--- src/rtl/xhist_pkg.sv ---
package xhist_pkg;
  typedef enum logic { KIND_TOT = 1'b0, KIND_EM = 1'b1 } mem_kind_e;
  localparam int NUM_CH    = 2;
  localparam int NUM_KINDS = 2;
endpackage

--- src/rtl/xhist_pack.sv ---
module xhist_pack #(
  parameter int IN_W  = 9,
  parameter int OUT_W = 8
) (
  input  logic             clk,
  input  logic             rst,
  input  logic             strobe,
  input  logic [IN_W-1:0]  sample_in,
  output logic [OUT_W-1:0] stage_out
);
  logic             over;
  logic [OUT_W-1:0] sat;

  assign over = |sample_in[IN_W-1:OUT_W];
  assign sat  = sample_in[OUT_W-1:0] | {OUT_W{over}};

  always_ff @(posedge clk) begin
    if (rst) stage_out <= '0;
    else if (strobe) stage_out <= sat;
  end
endmodule

--- src/rtl/xhist_addr.sv ---
module xhist_addr #(
  parameter int AW = 5
) (
  input  logic          clk,
  input  logic          rst,
  input  logic          tick_phase,
  input  logic          capture,
  input  logic [AW-1:0] lookback,
  output logic          rise,
  output logic [AW-1:0] wptr,
  output logic [AW-1:0] addr_q,
  output logic [AW-1:0] lb_q,
  output logic          cap_q,
  output logic          rd_phase
);
  logic          phase_q;
  logic [AW-1:0] wr_next;
  logic [AW-1:0] rd_next;

  assign rise    = tick_phase && !phase_q;
  assign wr_next = wptr + AW'(1);
  assign rd_next = wr_next - lb_q;

  always_ff @(posedge clk) begin
    if (rst) begin
      phase_q  <= 1'b0;
      wptr     <= '0;
      addr_q   <= '0;
      lb_q     <= '0;
      cap_q    <= 1'b0;
      rd_phase <= 1'b0;
    end else begin
      phase_q <= tick_phase;
      if (!cap_q) lb_q <= lookback;
      if (rise) begin
        wptr     <= wr_next;
        cap_q    <= capture;
        rd_phase <= cap_q;
        addr_q   <= cap_q ? rd_next : wr_next;
      end
    end
  end
endmodule

--- src/rtl/xhist_ram.sv ---
module xhist_ram #(
  parameter int AW = 5,
  parameter int DW = 8
) (
  input  logic          clk,
  input  logic          we,
  input  logic [AW-1:0] addr,
  input  logic [DW-1:0] wdata,
  output logic [DW-1:0] rdata
);
  localparam int DEPTH = 1 << AW;
  logic [DW-1:0] mem [DEPTH];

  always_ff @(posedge clk) begin
    if (we) mem[addr] <= wdata;
    rdata <= mem[addr];
  end
endmodule

--- src/rtl/xhist_buf.sv ---
module xhist_buf #(
  parameter int IN_W  = 9,
  parameter int DW    = 8,
  parameter int DEPTH = 32,
  parameter int AW    = $clog2(DEPTH)
) (
  input  logic            clk,
  input  logic            rst,
  input  logic            tick_phase,
  input  logic            strobe,
  input  logic            capture,
  input  logic [AW-1:0]   lookback,
  input  logic [IN_W-1:0] sample_a,
  input  logic [IN_W-1:0] sample_b,
  output logic [2*DW-1:0] word_a,
  output logic [2*DW-1:0] word_b,
  output logic            capture_done
);
  import xhist_pkg::*;

  logic            rise;
  logic [AW-1:0]   wptr;
  logic [AW-1:0]   addr_q;
  logic [AW-1:0]   lb_q;
  logic            cap_q;
  logic            rd_phase;
  logic            wr_ok;
  logic            we_tot;
  logic            we_em;
  logic            wr_any;
  logic            load;
  logic [IN_W-1:0] samp  [NUM_CH];
  logic [DW-1:0]   stage [NUM_CH];
  logic [DW-1:0]   rdat  [NUM_CH][NUM_KINDS];
  logic [2*DW-1:0] word  [NUM_CH];

  assign samp[0] = sample_a;
  assign samp[1] = sample_b;

  xhist_addr #(.AW(AW)) u_addr (
    .clk(clk), .rst(rst), .tick_phase(tick_phase), .capture(capture),
    .lookback(lookback), .rise(rise), .wptr(wptr), .addr_q(addr_q),
    .lb_q(lb_q), .cap_q(cap_q), .rd_phase(rd_phase)
  );

  assign wr_ok  = !cap_q && !rd_phase;
  assign we_tot = strobe && tick_phase && wr_ok;
  assign we_em  = strobe && !tick_phase && wr_ok;
  assign wr_any = we_tot || we_em;
  assign load   = strobe && !tick_phase && cap_q && rd_phase;

  for (genvar c = 0; c < NUM_CH; c++) begin : g_ch
    xhist_pack #(.IN_W(IN_W), .OUT_W(DW)) u_pack (
      .clk(clk), .rst(rst), .strobe(strobe),
      .sample_in(samp[c]), .stage_out(stage[c])
    );
    for (genvar k = 0; k < NUM_KINDS; k++) begin : g_kind
      xhist_ram #(.AW(AW), .DW(DW)) u_ram (
        .clk(clk),
        .we((k == int'(KIND_EM)) ? we_em : we_tot),
        .addr(addr_q), .wdata(stage[c]), .rdata(rdat[c][k])
      );
    end
    always_ff @(posedge clk) begin
      if (rst) word[c] <= '0;
      else if (load) word[c] <= {rdat[c][int'(KIND_EM)], rdat[c][int'(KIND_TOT)]};
    end
  end

  always_ff @(posedge clk) begin
    if (rst) capture_done <= 1'b0;
    else capture_done <= load;
  end

  assign word_a = word[0];
  assign word_b = word[1];
endmodule

--- config.mk ---
export PLATFORM = sky130hd
export DESIGN_NAME = xhist_buf
export DESIGN_NICKNAME = d
export VERILOG_FILES = /design/src/rtl/xhist_pkg.sv /design/src/rtl/xhist_pack.sv /design/src/rtl/xhist_addr.sv /design/src/rtl/xhist_ram.sv /design/src/rtl/xhist_buf.sv
export SDC_FILE = /design/constraint.sdc
export NUM_CORES = 1
export LEC_CHECK = 0
export BUFFER_PORTS_ARGS = -buffer_cell sky130_fd_sc_hd__buf_2
export CAP_MARGIN = 20
export CORE_MARGIN = 4
export CORE_UTILIZATION = 62
export DETAILED_ROUTE_END_ITERATION = 10
export PLACE_DENSITY = 0.9
export SETUP_SLACK_MARGIN = 0.05
export SLEW_MARGIN = 10
export SYNTH_ARGS = -nofsm -noshare
export SYNTH_HDL_FRONTEND = slang
export SYNTH_SLANG_ARGS = --single-unit
--- constraint.sdc ---
create_clock -name clk -period 2.6 [get_ports clk]
set_input_delay 0.39 -clock clk [delete_from_list [all_inputs] [get_ports clk]]
set_output_delay 0.39 -clock clk [all_outputs]
set_load 0.05 [all_outputs]
After elaboration in Yosys (flattened, before gate mapping)
Memories as Yosys holds them, arrays and structs flattened. A register that Yosys moved wholly into a read port is not among the register bits.
Cells that the tools add are included.
- bits in registers: 35
- RAM bits: 1056
- output and inout bits: 33
- memories kept: 5
- add/subtract/negate cells: 2
- muxes and demuxes: 12
- bitwise gates (word level): 4
- reductions and logical operators: 12
- memory list (memory ; depth ; width ; read ports ; clocked after memory_dff ; wr ports ; line ; RTL):
    g_ch[0].g_kind[0].u_ram.mem ; 32 ; 8 ; 1 ; 1 ; 1 ; xhist_ram.sv:12 ; logic [DW-1:0] mem [DEPTH];
    g_ch[0].g_kind[1].u_ram.mem ; 32 ; 8 ; 1 ; 1 ; 1 ; xhist_ram.sv:12 ;
    g_ch[1].g_kind[0].u_ram.mem ; 32 ; 8 ; 1 ; 1 ; 1 ; xhist_ram.sv:12 ;
    g_ch[1].g_kind[1].u_ram.mem ; 32 ; 8 ; 1 ; 1 ; 1 ; xhist_ram.sv:12 ;
    word ; 2 ; 16 ; 2 ; 0 ; 2 ; xhist_buf.sv:35 ; logic [2*DW-1:0] word [NUM_CH];
- operators with widths (kind ; count):
    two-way mux 16 bit ; 2
    bitwise OR 8 bit ; 2
    two-way mux 1 bit ; 9
    logical AND 1 bit ; 8
    adder 5 x 1 -> 5 bit (second input constant) ; 1
    two-way mux 5 bit ; 1
    subtractor 5 bit ; 1
    logical NOT 1 bit ; 4
    bitwise OR 1 bit ; 2

Longest topological paths before layout
Gate-level depths: netlist (run 1).
- depth in word-level cells: 8
- gate-level depth with buffers: 8

Modules after synthesis
A second synthesis (run 1) with hierarchy kept.
- cells, all modules: 2556
- area, all modules: 43887.1 sq um
- modules (own cells, without submodules) (module ; times used ; cells each ; area each (sq um)):
    xhist_ram ; 4 ; 576 ; 10206.0
    xhist_buf ; 1 ; 78 ; 1472.7
    xhist_addr ; 1 ; 102 ; 919.6
    xhist_pack ; 2 ; 36 ; 335.3

Worst setup path before layout (run 1)
Ideal clock, no wire load.
- kind: reg2reg
- start: register u_addr.addr_q[3]
- end: memory g_ch[0].g_kind[0].u_ram.mem[11][0], enable pin
- data arrival time: 1.978 ns
- data required time: 2.211 ns
- path slack: 0.233 ns
- cell stages (with the launch flop): 5
- buffers on the path: 2
- cells stage by stage: dfxtp_1 > clkbuf_1 > or3b_2 > clkbuf_1 > nor2_1
- RTL lines (element ; line ; RTL):
    start: declaration ; xhist_addr.sv:11 ; output logic [AW-1:0] addr_q,
    start signal: assignment ; xhist_addr.sv:39 ; addr_q <= cap_q ? rd_next : wr_next;
    end: declaration ; xhist_ram.sv:12 ;
Straight into the memory's write port.

Worst setup path in the final report (run 1)
- start: register u_addr.wptr[0]
- end: register u_addr.addr_q[3]
- word-level cells in the longest chain between the ends: 3
- RTL lines (element ; line ; RTL):
    start: declaration ; xhist_addr.sv:10 ; output logic [AW-1:0] wptr,
    start signal: assignment ; xhist_addr.sv:36 ; wptr <= wr_next;
    adder 5 x 1 -> 5 bit ; xhist_addr.sv:21 ; assign wr_next = wptr + AW'(1);
    via u_addr.wr_next[2] ; xhist_addr.sv:17 ; logic [AW-1:0] wr_next;
    subtractor 5 bit ; xhist_addr.sv:22 ; assign rd_next = wr_next - lb_q;
    two-way mux 5 bit ; xhist_addr.sv:39 ;
The timed path passes the listed nets, and every way through them passes these cells.
A chain may end at the register's enable or synchronous reset.

==> out/results.tsv, run 1 <==
stage	metric	value	unit
outcome	outcome	completed	
route	detail-route-antenna-nets	0	
pwr	powerDensity	795	mW/mm^2
setup_path	worstSetupPathType	reg2reg	
sta	setup_violations	0	
sta	timing.final.crit_share	97.2	%
setup_path	path_delay_family	adder cells	
floorplan	dieArea	0.0718	mm^2
floorplan	core	0.0670	mm^2
clock_tree	worst_setup_hold_path_clk_slew	0.07	ns
placed_design	io_buffers	60	
cells_and_area	multi_input_comb_area	0.00828	mm^2
sta	max-slew-margin-rel	24.6	%
floorplan	die_y	268	um
yosys	syn_inst	1890	
route	routedWlPerCell	36.8	um
cells_and_area	finalInstanceArea	0.0481	mm^2
yosys	netlist_area	0.0419	mm^2
setup_path	critPathArrivalTime	3.06	ns
floorplan	start_util	62.5	%
setup_path	required	3.14	ns
yosys	ys_async_sr_fraction	0	%
yosys	synth_edf_count	1056	
clock_tree	tritoncts	built	
global_routing	antenna_found_initial	3	
placed_design	dpl.cell_count	2867	
setup_path	crit_buf_inv	0	
setup_path	crit_fanout	5	
global_routing	grt_pass1_wl	163	mm
sta	rsz0062_at_grt	no	
setup_path	startpoint_type	register	
setup_path	worstPathCellList	ha_1 -> xor2_1 -> ha_1 -> o21a_1 -> or3_1 -> a311oi_1 -> nor3_1	
yosys	ys.flop_type	edfxtp_1	
clock_tree	clock-sinks	1123	
pwr	ir_drop	1.23	mV
cells_and_area	final_util	71.7	%
sta	tightest_slew	1.13	ns
placed_design	placed_cell_area	0.0444	mm^2
global_routing	grt-ovfl-total	0	
global_routing	grt_pass1_vias	22700	
yosys	synth-seq-cells	1123	
sta	clock_skew	0.0220	ns
yosys	yosys.cell_count.top_type	edfxtp_1	
clock_tree	cts_root_buf	clkbuf_16	
sta	fin_crit	2.53	ns
yosys	synth_nets	1924	
yosys	avgSynthCellArea	22.2	um^2
route	dr.pass1.iters	8	
cells_and_area	fin_nets	2154	
cells_and_area	finalNonFillerCells	3084	
route	via_count	22200	
sta	final_max_slew_viol_count	0	
clock_tree	clockBufferDepth	3	
clock_tree	clk_latency	0.68	ns
setup_path	crit_path_end_kind	register	
yosys	synth_top_area_share	75.7	%
global_routing	grt_max_degree	65	
cells_and_area	drive_gt1_share	29.8	%
sta	setup_tns	0	ns
sta	hold_viol	0	
floorplan	die_w	268	um
route	viasPerCell	7.19	
yosys	yosys-top-cells-area	edfxtp_1 76%, mux4_2 14%, dfxtp_1 3.2%, a22oi_1 2.3%, nor2_1 0.87%	
cells_and_area	fillers	3426	
pwr	p_leak	15.3	nW
yosys	synth_commonest_cells	1056 x edfxtp_1, 256 x mux4_2, 128 x a22oi_1	
setup_path	slowest_stage	a311oi_1	
route	drtIter0Drc	3916	
clock_tree	cts_max_level	3	
route	drc	0	
hold_path	hold_class	in2reg	
yosys	yosys.area.top_type	edfxtp_1	
cells_and_area	syn_to_final_growth	14.9	%
placed_design	gp_congestion	0.850	
setup_path	cpMostUsedCell	ha_1	
cells_and_area	seqCellArea	0.0331	mm^2
setup_path	slowest_delay	0.47	ns
clock_tree	cts_buffers	101	
route	drt_wl_total	114	mm
placed_design	hpwlAfterDp	63.0	mm
job	max_cap_viol_count	0	
floorplan	fp-row-count	95	
floorplan	io_pins	61	
global_routing	grt_usage	32.3	%
yosys	synth_cell_types	40	
yosys	ys_warn_count	0	
yosys	yosysSeqAreaShare	78.9	%
sta	clock.fmax	0.396	GHz
==> flip-flops by register name, indices dropped and copies added, names as in the netlist <==
name / flops
u_addr.wptr: 5
g_ch.g_kind.u_ram.mem: 1024
u_addr.phase_q: 1
capture_done: 1
word: 32
u_addr.rd_phase: 1
g_ch.u_pack.stage_out: 16
u_addr.cap_q: 1
g_ch.g_kind.u_ram.rdata: 32
u_addr.lb_q: 5
u_addr.addr_q: 5
==> cell families after synthesis <==
logic type | count (synthesis) | synth area share, %
flops | 1123 | 78.9
mux | 263 | 13.9
simple gates | 220 | 2.63
compound gates | 158 | 2.74
buf+inv | 112 | 1.39
xor+xnor | 8 | 0.167
fa+ha+maj | 6 | 0.197
==> cell type report <==
| cell class | count | share of cell area, % |
|---|---|---|
| Timing Repair Buffer | 235 | 4.58 |
| Inverter | 4 | 0.0312 |
| Multi-Input combinational cell | 655 | 17.2 |
| Tap cell | 873 | 2.27 |
| Sequential cell | 1123 | 68.8 |
| Clock buffer | 134 | 5.84 |
| Clock inverter | 57 | 1.28 |
| Antenna cell | 3 | 0.0156 |
==> power breakdown <==
| group | internal [mW] | switching, mW |
|---|---|---|
| clock | 8.81 | 6.62 |
| sequential | 20.1 | 0.352 |
| combinational | 0.978 | 1.40 |
==> layout by cell type (no fill, tap or decap), types with 14 or more instances in the layout <==
cell type         n
clkbuf_16       105
mux4_2          256
nand2_1          20
dfxtp_1          49
clkbuf_1         22
a22oi_1         126
o22ai_1          16
dlygate4sd3_1    18
buf_4           114
buf_2            60
edfxtp_1       1056
and2_1           33
nor2_1           95
nand4_1          34
buf_12           42
clkinv_1         14
dfxtp_2          16
clkinv_2         21
==> through the flow <==
stage | setup WS, ns | power [mW] | hold WS [ns]
3_5_place_dp | 0.0411 | 23.0 | 0.486
6_report | 0.0740 | 38.3 | 0.0331
4_1_cts | 0.0699 | 38.2 | 0.00314
5_1_grt | 0.0893 | 39.2 | 0.0279
3_3_place_gp | 0.137 | 22.9 | 0.464
2_1_floorplan | 0.233 | 22.1 | 0.454
==> layer usage <==
metal	up-vias	wire, um	global-route usage [%]
met5	-	0	0
li1	8405	-	-
met1	11300	35000	40.9
met3	435	13700	6.45
met4	0	7760	17.0
met2	2090	57200	54.0
==> timing repair <==
item                                    4_1_cts  5_1_grt
gates resized for setup                       1        1
endpoints found under the hold margin        17        1
endpoints found under the setup margin        1       22
buffers inserted                              0        4
gates cloned                                  0        0
pin swaps                                     0        0
hold buffers                                 17        1
==> final timing paths <==
| check | startpoint | endpoint | slack, ns | depth (start not counted) |
|---|---|---|---|---|
| worst max register to register | u_addr.wptr[0] | u_addr.addr_q[3] | 0.07 | 7 |
| worst max-delay path | u_addr.wptr[0] | u_addr.addr_q[3] | 0.07 | 7 |
| worst min-delay path | tick_phase | u_addr.phase_q | 0.03 | 2 |
| worst min register to register | g_ch[0].g_kind[1].u_ram.rdata[7] | word[0][15] | 0.51 | 1 |
Power figures use the tool's default switching activity.
==> inputs of run 2 (changes only) <==
--- a/config.mk
+++ b/config.mk
@@ -8,9 +8,9 @@
 export BUFFER_PORTS_ARGS = -buffer_cell sky130_fd_sc_hd__buf_2
 export CAP_MARGIN = 20
 export CORE_MARGIN = 4
-export CORE_UTILIZATION = 62
+export CORE_UTILIZATION = 43
 export DETAILED_ROUTE_END_ITERATION = 10
-export PLACE_DENSITY = 0.9
+export PLACE_DENSITY = 0.69
 export SETUP_SLACK_MARGIN = 0.05
 export SLEW_MARGIN = 10
 export SYNTH_ARGS = -nofsm -noshare
==> run 2 against run 1 <==
Net effect:
- sequential share of layout area decreased by 0.26 points
- largest cell class unchanged
- final area grew 0.38%
- core utilization shrank 22 points
- first-iteration DRC count down 26%
- clock skew shrank 0.0065 ns
- register-to-register slack gained 0.13 ns
- sequential power about the same
==> out/results.tsv, run 2 (synthesized netlist as in run 1, its figures left out) <==
stage	metric	value	unit	change
global_routing	grt_usage	19.4	%	-13 points
sta	tightest_slew	0.976	ns	-0.155 ns
clock_tree	clock-sinks	1123		unchanged
cells_and_area	top_regs	g_ch.g_kind.u_ram.mem (1024), g_ch.g_kind.u_ram.rdata (32), word (32)		
cells_and_area	syn_to_final_growth	15.3	%	
route	top_layer	met4		
global_routing	grt_max_degree	65		unchanged
clock_tree	clockBufferDepth	3		unchanged
cells_and_area	fillers	7556		+120%
cells_and_area	final_util	49.9	%	-22 points
route	drt_wl_total	99.6	mm	-12%
floorplan	die_w	320	um	+19%
route	routedWlPerCell	28.5	um	-23%
route	via_count	20500		-7.5%
pwr	p_leak	15.2	nW	-0.63%
sta	timing.final.crit_share	92.0	%	-5.2 points
cells_and_area	seqCellArea	0.0331	mm^2	unchanged
setup_path	crit_fanout	24		+19
cells_and_area	drive_gt1_share	29.1	%	-0.71 points
sta	setup_tns	0	ns	unchanged
sta	hold_viol	0		unchanged
route	wl_met1	38.8	mm	+11%
sta	fin_crit	2.39	ns	-0.134 ns
floorplan	core	0.0967	mm^2	+44%
cells_and_area	mostFrequentLayoutCells	1056 x edfxtp_1, 256 x mux4_2, 140 x buf_4, 128 x a22oi_1, 103 x clkbuf_16		
setup_path	slowest_delay	0.54	ns	+0.07 ns
pwr	total_power	37.3	mW	-2.5%
setup_path	critPathArrivalTime	2.89	ns	-0.17 ns
clock_tree	tritoncts	built		
sta	clock_skew	0.0156	ns	-0.00647 ns
floorplan	io_pins	61		unchanged
cells_and_area	largest_reg_flops	1024		unchanged
route	detail-route-antenna-nets	0		unchanged
floorplan	dieArea	0.102	mm^2	+43%
pwr	powerDensity	773	mW/mm^2	-2.8%
route	drc	0		unchanged
route	wl_met2	49.4	mm	-14%
route	dr.pass1.iters	5		-3
floorplan	die_y	320	um	+19%
global_routing	grt_pass1_wl	146	mm	-11%
setup_path	path_delay_family	buffers and inverters		
floorplan	start_util	43.3	%	-19 points
placed_design	dpl.cell_count	3284		+15%
placed_design	pre_cts_ws	0.192	ns	+0.150 ns
cells_and_area	fin_nets	2166		+0.56%
sta	setup_slack	0.208	ns	+0.134 ns
placed_design	gp_congestion	0.844		-0.76%
cells_and_area	antenna_cells	0		-3
sta	max-slew-margin-rel	34.6	%	+10 points
clock_tree	worst_setup_hold_path_clk_slew	0.06	ns	about the same
clock_tree	cts_max_level	3		unchanged
clock_tree	clk_latency	0.66	ns	-0.02 ns
route	drtIter0Drc	2893		-26%
job	max_cap_viol_count	0		unchanged
global_routing	antenna_found_initial	1		-2
floorplan	fp-row-count	114		+20%
sta	clock.fmax	0.418	GHz	+5.6%
setup_path	startpoint_type	register		
placed_design	hpwlAfterDp	60.8	mm	-3.4%
sta	rsz0062_at_grt	no		
clock_tree	cts_root_buf	clkbuf_16		
cells_and_area	max_flop_register	g_ch.g_kind.u_ram.mem		
global_routing	grt-ovfl-total	0		unchanged
cells_and_area	multi_input_comb_area	0.00826	mm^2	-0.20%
hold_path	hold_class	in2reg		
setup_path	crit_path_end_kind	register		
placed_design	io_buffers	60		unchanged
route	viasPerCell	5.88		-18%
cells_and_area	finalNonFillerCells	3490		+13%
pwr	ir_drop	0.563	mV	-54%
global_routing	grt_pass1_vias	20600		-9.1%
sta	final_max_slew_viol_count	0		unchanged
setup_path	worstSetupPathType	reg2reg		
cells_and_area	final_common_cell	edfxtp_1		
clock_tree	cts_buffers	100		-0.99%
setup_path	slowest_stage	mux4_2		
outcome	outcome	completed		
route	dr_wl_met3	8.48	mm	-38%
setup_path	worstPathCellList	buf_12 -> buf_4 -> mux4_2 -> a22oi_1 -> nand4_1		
setup_path	crit_buf_inv	2		+2
setup_path	required	3.10	ns	-0.04 ns
sta	setup_violations	0		unchanged
## run 2: path summary, 6_finish.rpt
check / from / endpoint / slack, ns / cells after the start
max: u_addr.addr_q[0] / g_ch[1].g_kind[1].u_ram.rdata[4] / 0.21 / 5
min: tick_phase / u_addr.phase_q / 0.06 / 2
max reg2reg: u_addr.addr_q[0] / g_ch[1].g_kind[1].u_ram.rdata[4] / 0.21 / 5
min reg2reg: u_addr.lb_q[2] / u_addr.lb_q[2] / 0.50 / 2
## run 2: layout make-up
cell class              count  area share, %
flip-flops and latches   1123           68.5
multi-input cells         655           17.1
clock buffers             141           5.82
repair buffers            248           4.33
well taps                1276           3.31
clock inverters            43          0.879
inverters                   4         0.0311
## run 2: what timing repair did
item	in CTS	in global routing
hold buffers	22	0
resized for setup	0	0
buffers inserted	0	0
endpoints found under the hold margin	22	0
setup endpoints to repair	0	0
## run 2: metal layers
layer  vias to the layer above  track usage, %
met5                         -               0
met1                     10900            27.2
met3                       160            3.25
met2                      1034            31.5
li1                       8440               -
met4                         0            5.83
## run 2: report_power, final
group / total (mW) / switching [mW] / internal, mW
combinational: 2.34 / 1.37 / 0.970
sequential: 20.4 / 0.275 / 20.1
clock: 14.6 / 6.28 / 8.31
total: 37.3 / 7.92 / 29.4
## run 2: per-stage QoR
| stage | cell area (um^2) | hold WS [ns] |
|---|---|---|
| floorplan | 41900 | 0.454 |
| global placement | 44800 | 0.461 |
| detailed placement | 44800 | 0.493 |
| CTS | 48300 | 0.0139 |
| global route | 48300 | 0.0353 |
| finish | 48300 | 0.0564 |
